**config.mk**
```make
export PLATFORM = sky130hd
export DESIGN_NAME = pit_timer
export DESIGN_NICKNAME = d
export VERILOG_FILES = /design/src/rtl/pit_pkg.sv /design/src/rtl/pit_prescaler.sv /design/src/rtl/pit_counter.sv /design/src/rtl/pit_regs.sv /design/src/rtl/pit_timer.sv
export SDC_FILE = /design/constraint.sdc
export NUM_CORES = 1
export LEC_CHECK = 0
export CAP_MARGIN = 20
export CORE_MARGIN = 2
export CORE_UTILIZATION = 30
export CTS_CLUSTER_SIZE = 10
export DETAILED_ROUTE_END_ITERATION = 8
export DONT_BUFFER_PORTS = 1
export PLACE_DENSITY = 0.5
export SLEW_MARGIN = 30
export SYNTH_ARGS = -nofsm -noshare
export SYNTH_HDL_FRONTEND = slang
export SYNTH_HIERARCHICAL = 1
export SYNTH_SLANG_ARGS = --single-unit
```
**constraint.sdc**
```tcl
create_clock -name clk -period 3.4 [get_ports clk]
set_input_delay 0.68 -clock clk [delete_from_list [all_inputs] [get_ports clk]]
set_output_delay 0.68 -clock clk [all_outputs]
set_load 0.02 [all_outputs]
```
**src/rtl/pit_pkg.sv**
```systemverilog
package pit_pkg;

    localparam int CW    = 16;
    localparam int PRE_W = 4;

    localparam int B_EN   = 0;
    localparam int B_RLD  = 1;
    localparam int B_FLAG = 2;
    localparam int B_IE   = 3;
    localparam int B_OVW  = 4;
    localparam int B_DBG  = 5;
    localparam int B_DOZE = 6;
    localparam int B_PRE  = 8;

    localparam int OFF_CSR = 0;
    localparam int OFF_MOD = 2;
    localparam int OFF_CNT = 4;

    typedef struct packed {
        logic [PRE_W-1:0] pre;
        logic             doze;
        logic             dbg;
        logic             ovw;
        logic             ie;
        logic             rld;
        logic             en;
    } ctrl_t;

    typedef enum logic [1:0] {
        SEL_CSR,
        SEL_MOD,
        SEL_CNT,
        SEL_NONE
    } sel_t;

    function automatic ctrl_t csr_unpack(input logic [CW-1:0] w);
        ctrl_t c;
        c.pre  = w[B_PRE +: PRE_W];
        c.doze = w[B_DOZE];
        c.dbg  = w[B_DBG];
        c.ovw  = w[B_OVW];
        c.ie   = w[B_IE];
        c.rld  = w[B_RLD];
        c.en   = w[B_EN];
        return c;
    endfunction

    function automatic logic [CW-1:0] csr_pack(input ctrl_t c, input logic flag);
        logic [CW-1:0] w;
        w = '0;
        w[B_PRE +: PRE_W] = c.pre;
        w[B_DOZE]         = c.doze;
        w[B_DBG]          = c.dbg;
        w[B_OVW]          = c.ovw;
        w[B_IE]           = c.ie;
        w[B_FLAG]         = flag;
        w[B_RLD]          = c.rld;
        w[B_EN]           = c.en;
        return w;
    endfunction

    // True when two settings differ in anything besides the interrupt enable.
    function automatic logic cfg_differs(input ctrl_t a, input ctrl_t b);
        ctrl_t x;
        x    = a ^ b;
        x.ie = 1'b0;
        return |x;
    endfunction

endpackage

```
**src/rtl/pit_prescaler.sv**
```systemverilog
module pit_prescaler #(
    parameter int PRE_W = pit_pkg::PRE_W
) (
    input  logic             clk,
    input  logic             rst,
    input  logic             en,
    input  logic             restart,
    input  logic [PRE_W-1:0] code,
    output logic             tick
);
    localparam int PCW = 2 ** PRE_W;

    logic [PCW-1:0] pc_q;
    logic [PCW-1:0] last;

    // Terminal value 2^(code+1)-1 built as a right-shifted mask.
    assign last = {PCW{1'b1}} >> (PRE_W'(PCW - 1) - code);
    assign tick = en && (pc_q == last);

    always_ff @(posedge clk) begin
        if (rst || restart) begin
            pc_q <= '0;
        end else if (en) begin
            pc_q <= tick ? '0 : pc_q + 1'b1;
        end
    end
endmodule

```
**src/rtl/pit_counter.sv**
```systemverilog
module pit_counter #(
    parameter int CW = pit_pkg::CW
) (
    input  logic          clk,
    input  logic          rst,
    input  logic          tick,
    input  logic          restart,
    input  logic [CW-1:0] restart_val,
    input  logic          force_ld,
    input  logic [CW-1:0] force_val,
    input  logic [CW-1:0] limit,
    output logic [CW-1:0] cnt,
    output logic          expire
);
    logic [CW-1:0] cnt_q;

    assign cnt    = cnt_q;
    assign expire = tick && (cnt_q == '0);

    always_ff @(posedge clk) begin
        if (rst) begin
            cnt_q <= {CW{1'b1}};
        end else if (restart) begin
            cnt_q <= restart_val;
        end else if (force_ld) begin
            cnt_q <= force_val;
        end else if (tick) begin
            cnt_q <= (cnt_q == '0) ? limit : cnt_q - 1'b1;
        end
    end
endmodule

```
**src/rtl/pit_regs.sv**
```systemverilog
module pit_regs
    import pit_pkg::*;
(
    input  logic          clk,
    input  logic          rst,
    input  logic          we,
    input  sel_t          sel,
    input  logic [CW-1:0] wdata,
    input  logic          expire,
    output ctrl_t         ctrl,
    output logic          flag,
    output logic [CW-1:0] modulus,
    output logic [CW-1:0] limit,
    output logic          restart,
    output logic [CW-1:0] restart_val,
    output logic          force_ld
);
    ctrl_t         ctrl_q;
    ctrl_t         ctrl_new;
    logic          flag_q;
    logic [CW-1:0] mod_q;
    logic          wr_csr;
    logic          wr_mod;
    logic          clr;

    assign wr_csr   = we && (sel == SEL_CSR);
    assign wr_mod   = we && (sel == SEL_MOD);
    assign ctrl_new = csr_unpack(wdata);
    assign clr      = (wr_csr && wdata[B_FLAG]) || wr_mod;

    assign restart     = wr_csr && cfg_differs(ctrl_q, ctrl_new);
    assign restart_val = ctrl_new.rld ? mod_q : {CW{1'b1}};
    assign force_ld    = wr_mod && ctrl_q.ovw;
    assign limit       = ctrl_q.rld ? mod_q : {CW{1'b1}};

    assign ctrl    = ctrl_q;
    assign flag    = flag_q;
    assign modulus = mod_q;

    always_ff @(posedge clk) begin
        if (rst) begin
            ctrl_q <= '0;
            flag_q <= 1'b0;
            mod_q  <= {CW{1'b1}};
        end else begin
            if (wr_csr) begin
                ctrl_q <= ctrl_new;
            end
            if (wr_mod) begin
                mod_q <= wdata;
            end
            flag_q <= (flag_q && !clr) || expire;
        end
    end
endmodule

```
**src/rtl/pit_timer.sv**
```systemverilog
module pit_timer #(
    parameter int ADDR_W = 3
) (
    input  logic               clk,
    input  logic               rst,
    input  logic               bus_we,
    input  logic [ADDR_W-1:0]  bus_addr,
    input  logic [15:0]        bus_wdata,
    output logic [15:0]        bus_rdata,
    output logic               irq_o
);
    import pit_pkg::*;

    sel_t          sel;
    ctrl_t         ctrl_w;
    logic          flag_w;
    logic [CW-1:0] mod_w;
    logic [CW-1:0] limit_w;
    logic          restart_w;
    logic [CW-1:0] restart_val_w;
    logic          force_ld_w;
    logic          tick_w;
    logic          expire_w;
    logic [CW-1:0] cnt_w;

    always_comb begin
        if (bus_addr == ADDR_W'(OFF_CSR))      sel = SEL_CSR;
        else if (bus_addr == ADDR_W'(OFF_MOD)) sel = SEL_MOD;
        else if (bus_addr == ADDR_W'(OFF_CNT)) sel = SEL_CNT;
        else                                   sel = SEL_NONE;
    end

    pit_regs u_regs (
        .clk         (clk),
        .rst         (rst),
        .we          (bus_we),
        .sel         (sel),
        .wdata       (bus_wdata),
        .expire      (expire_w),
        .ctrl        (ctrl_w),
        .flag        (flag_w),
        .modulus     (mod_w),
        .limit       (limit_w),
        .restart     (restart_w),
        .restart_val (restart_val_w),
        .force_ld    (force_ld_w)
    );

    pit_prescaler #(.PRE_W(PRE_W)) u_pre (
        .clk     (clk),
        .rst     (rst),
        .en      (ctrl_w.en),
        .restart (restart_w),
        .code    (ctrl_w.pre),
        .tick    (tick_w)
    );

    pit_counter #(.CW(CW)) u_cnt (
        .clk         (clk),
        .rst         (rst),
        .tick        (tick_w),
        .restart     (restart_w),
        .restart_val (restart_val_w),
        .force_ld    (force_ld_w),
        .force_val   (bus_wdata),
        .limit       (limit_w),
        .cnt         (cnt_w),
        .expire      (expire_w)
    );

    always_comb begin
        case (sel)
            SEL_CSR: bus_rdata = csr_pack(ctrl_w, flag_w);
            SEL_MOD: bus_rdata = mod_w;
            SEL_CNT: bus_rdata = cnt_w;
            default: bus_rdata = '0;
        endcase
    end

    assign irq_o = flag_w && ctrl_w.ie;
endmodule

```
==> flow_metrics.py, run 1 <==
metrics = {
    "floorplan": {
        "io_pins": 39,
        "die_w_microns": 126.2,
        "die_h_microns": 126.2,
        "core_sq_um": 14530,
        "core.rowCount": 44,
        "die_area_sq_um": 15920,
        "start_util": 0.3081,
    },
    "critical_path": {
        "rr_startpoint": "u_regs/ctrl[8]",
        "critPathRequiredTime_ns": 3.63,
        "r2r-end": "u_cnt/cnt[8]",
        "cp.arrival_ns": 3.19,
        "reg2reg_depth": 10,
        "endpoint_kind": "flop",
        "crit_top_cell": "a22oi_1",
        "crit_fanout": 21,
        "ff2ff_setup_slack_ns": 0.44,
        "start_kind": "flop",
        "path_cells": "and4_1 -> a22oi_1 -> a22oi_1 -> o2111ai_1 -> nor2_1 -> nor3_2 -> buf_4 -> a21oi_1 -> o311ai_0 -> o21a_1",
        "critical_path.slowest_cell": "dfxtp_1",
        "max_stage_delay_ns": 0.74,
        "critical-path-top-delay-family": "compound AO/OA/AOI/OAI gates",
        "path_class": "reg -> reg",
        "cp.buffers_inverters": 1,
    },
    "outcome": {
        "outcome": "completed",
    },
    "logic_synthesis": {
        "synth_async_sr_flop_share": 0,
        "ys_warn_count": 6,
        "avgSynthCellArea_sq_um": 7.774,
        "netlist_instances": 576,
        "synth-main-ff-cell": "dfxtp_1",
        "synth-seq-cells": 59,
        "syn-num-nets": 601,
        "synth_cell_type_count": 68,
        "syn_area_sq_um": 4478,
        "ys_seq_area_frac": 0.2638,
        "synth_enable_flop_cells": 0,
    },
    "cells_and_area": {
        "fin_cells": 738,
        "drive_gt1_frac": 0.1083,
        "fillers": 1566,
        "design_area_sq_um": 4815,
        "nets": 574,
        "antenna_cells": 0,
        "syn_to_final_growth_pct": 7.516,
        "utilization": 0.3313,
    },
    "detailed_routing": {
        "via_count": 4028,
        "routed_via_density": 5.458,
        "route.detailed.drc": 0,
        "drt.antenna.violating_nets": 0,
        "detail_route.iter0.violations": 241,
        "drt-total-wl_microns": 13120,
        "wl_per_cell_microns": 17.78,
        "first_pass_iters": 4,
    },
    "pwr": {
        "power.density_nw_per_um2": 402.1,
        "leakage_nw": 1.603,
        "finalPower_mw": 1.936,
        "ir_drop_mv": 0.1589,
    },
    "clocking": {
        "cts_inserted_buffers": 9,
        "htreeDepth": 3,
        "ctsResizeCount": 0,
        "cts_tree": "yes",
        "post_cts_buffers": 0,
        "clk_latency_ns": 0.34,
        "cts_hold_buf": 0,
        "cts_max_path_buffers": 2,
        "clk_pin_slew_ns": 0.05,
        "clkSinkCount": 59,
        "cts-root-buf": "clkbuf_16",
    },
    "hold_path": {
        "min_from": "rst",
        "hold_class": "in -> reg",
        "hold_end": "u_regs/flag",
        "whs_path_depth": 1,
    },
    "placement": {
        "pre_cts_ws_ns": 0.2279,
        "place_area_sq_um": 4467,
        "io_buffer_count": 0,
        "post-dp-hpwl_microns": 9206,
        "gp_congestion": 0.8126,
        "placedCellCount": 722,
    },
    "sta": {
        "slew-limit-headroom": 0.4652,
        "rsz0062_at_grt": "false",
        "drv_slew": 0,
        "fin_crit_sh": 0.8714,
        "hold_violations": 0,
        "skew_ns": 0.005643,
        "fin_crit_ns": 2.963,
        "tightest_slew_ns": 0.7998,
        "finalSetupViolCount": 0,
        "whs_ns": 0.4115,
        "clock.fmax_mhz": 337.5,
        "final.setup.worst_slack_ns": 0.4372,
        "fin_tns_setup_ns": 0,
    },
    "global_route": {
        "track_usage": 0.1644,
        "grt-ovfl-total": 0,
        "antenna_found_initial": 0,
        "grt_pass1_vias": 3875,
        "grt_pass1_wl_microns": 20930,
        "grt_max_degree": 46,
    },
    "job": {
        "max_cap_viol_count": 0,
    },
}
## sequential cells by signal, summed over array words and instances (netlist names)
signal,count
u_cnt/cnt,16
u_pre/pc_q,16
u_regs/modulus,16
u_regs/ctrl,10
u_regs/flag,1
## logic make-up (layout without fill, tap and decap cells)
family | count (synthesis) | count (layout) | share of synthesized area
and+or+nand+nor | 283 | 283 | 0.3462
AOI/OAI and AO/OA | 133 | 133 | 0.2199
DFF | 59 | 59 | 0.2638
buffers and inverters | 55 | 33 | 0.07488
xor gates and xnor gates | 33 | 33 | 0.06454
muxes | 10 | 10 | 0.02235
adders and majority gates | 3 | 3 | 0.008383
## worst max-delay path by stage
stage	from	to	cells past startpoint
finish	u_regs/ctrl[8]	u_cnt/cnt[8]	10
global route	u_regs/ctrl[8]	u_cnt/cnt[8]	10
CTS	u_regs/ctrl[9]	u_cnt/cnt[8]	9
detailed placement	u_regs/ctrl[9]	u_cnt/cnt[8]	9
global placement	u_regs/ctrl[7]	u_cnt/cnt[8]	10
floorplan	bus_addr[1]	u_cnt/cnt[8]	11
## layout make-up
class	instances	area (sq um)	area share
flip-flops and latches	59	1181	0.2453
multi-input cells	462	2967	0.6162
clock inverters	5	100.1	0.02079
well taps	184	230.2	0.04782
clock buffers	11	242.7	0.05042
inverters	9	33.78	0.007017
repair buffers	8	60.06	0.01247
## synthesized netlist by cell type (all sizes together) (16+ instances only)
cell    instances  area share
a211oi         22       0.057
a21oi          33       0.037
buf            27       0.051
clkbuf         19       0.016
dfxtp          59        0.26
nand2          63       0.053
nand2b         48       0.067
nand3          16       0.018
nand3b         18       0.030
nor2           59       0.050
nor3           16       0.018
o21ai          30       0.034
xnor2          20       0.039
## report_power, final
group | internal (mW) | leakage, nW | switching, mW | total [mW]
Sequential | 0.707 | 0.479 | 0.0252 | 0.732
Clock | 0.733 | 0.169 | 0.333 | 1.07
Combinational | 0.0625 | 0.955 | 0.0753 | 0.138
Total | 1.50 | 1.60 | 0.433 | 1.94
## metal layers
| metal | vias to the layer above | track usage | wire length (microns) |
|---|---|---|---|
| met1 | 1926 | 0.2047 | 5717 |
| met5 | - | 0 | 0 |
| met4 | 0 | 0.07304 | 234 |
| met3 | 15 | 0.02464 | 622 |
| met2 | 104 | 0.2808 | 6546 |
| li1 | 1983 | - | - |
## cells in the final DEF (no fill, tap or decap), types with 3 or more instances in the layout
cell type / synthesis / final
nand2_1: 63 / 63
dfxtp_1: 59 / 59
nor2_1: 58 / 58
nand2b_1: 48 / 48
a21oi_1: 33 / 33
o21ai_0: 26 / 26
xnor2_1: 20 / 20
a211oi_2: 18 / 18
nand3b_1: 18 / 18
nand3_1: 16 / 16
nor3_1: 16 / 15
nor2b_1: 13 / 13
xor2_1: 13 / 13
a221o_1: 12 / 12
nand4_1: 11 / 11
mux2i_1: 10 / 10
clkbuf_16: 0 / 9
inv_1: 9 / 9
buf_4: 3 / 8
a22oi_1: 7 / 7
and2b_1: 5 / 5
nor4_1: 5 / 5
a211oi_1: 4 / 4
or2_2: 3 / 3
and2_1: 3 / 3
bufinv_16: 0 / 3
nor3b_1: 3 / 3
o21ai_1: 3 / 3
o211ai_1: 3 / 3
o31ai_1: 3 / 3
ha_1: 3 / 3
o22ai_1: 3 / 3
o2111ai_1: 3 / 3
Note: power is estimated with default switching activity, not from simulation.
==> inputs of run 2 (changes only) <==
CTS_CLUSTER_DIAMETER = 60   (was default)
==> results of run 2 <==
Same layout as run 1: the final DEF is identical, and so are final timing and power.
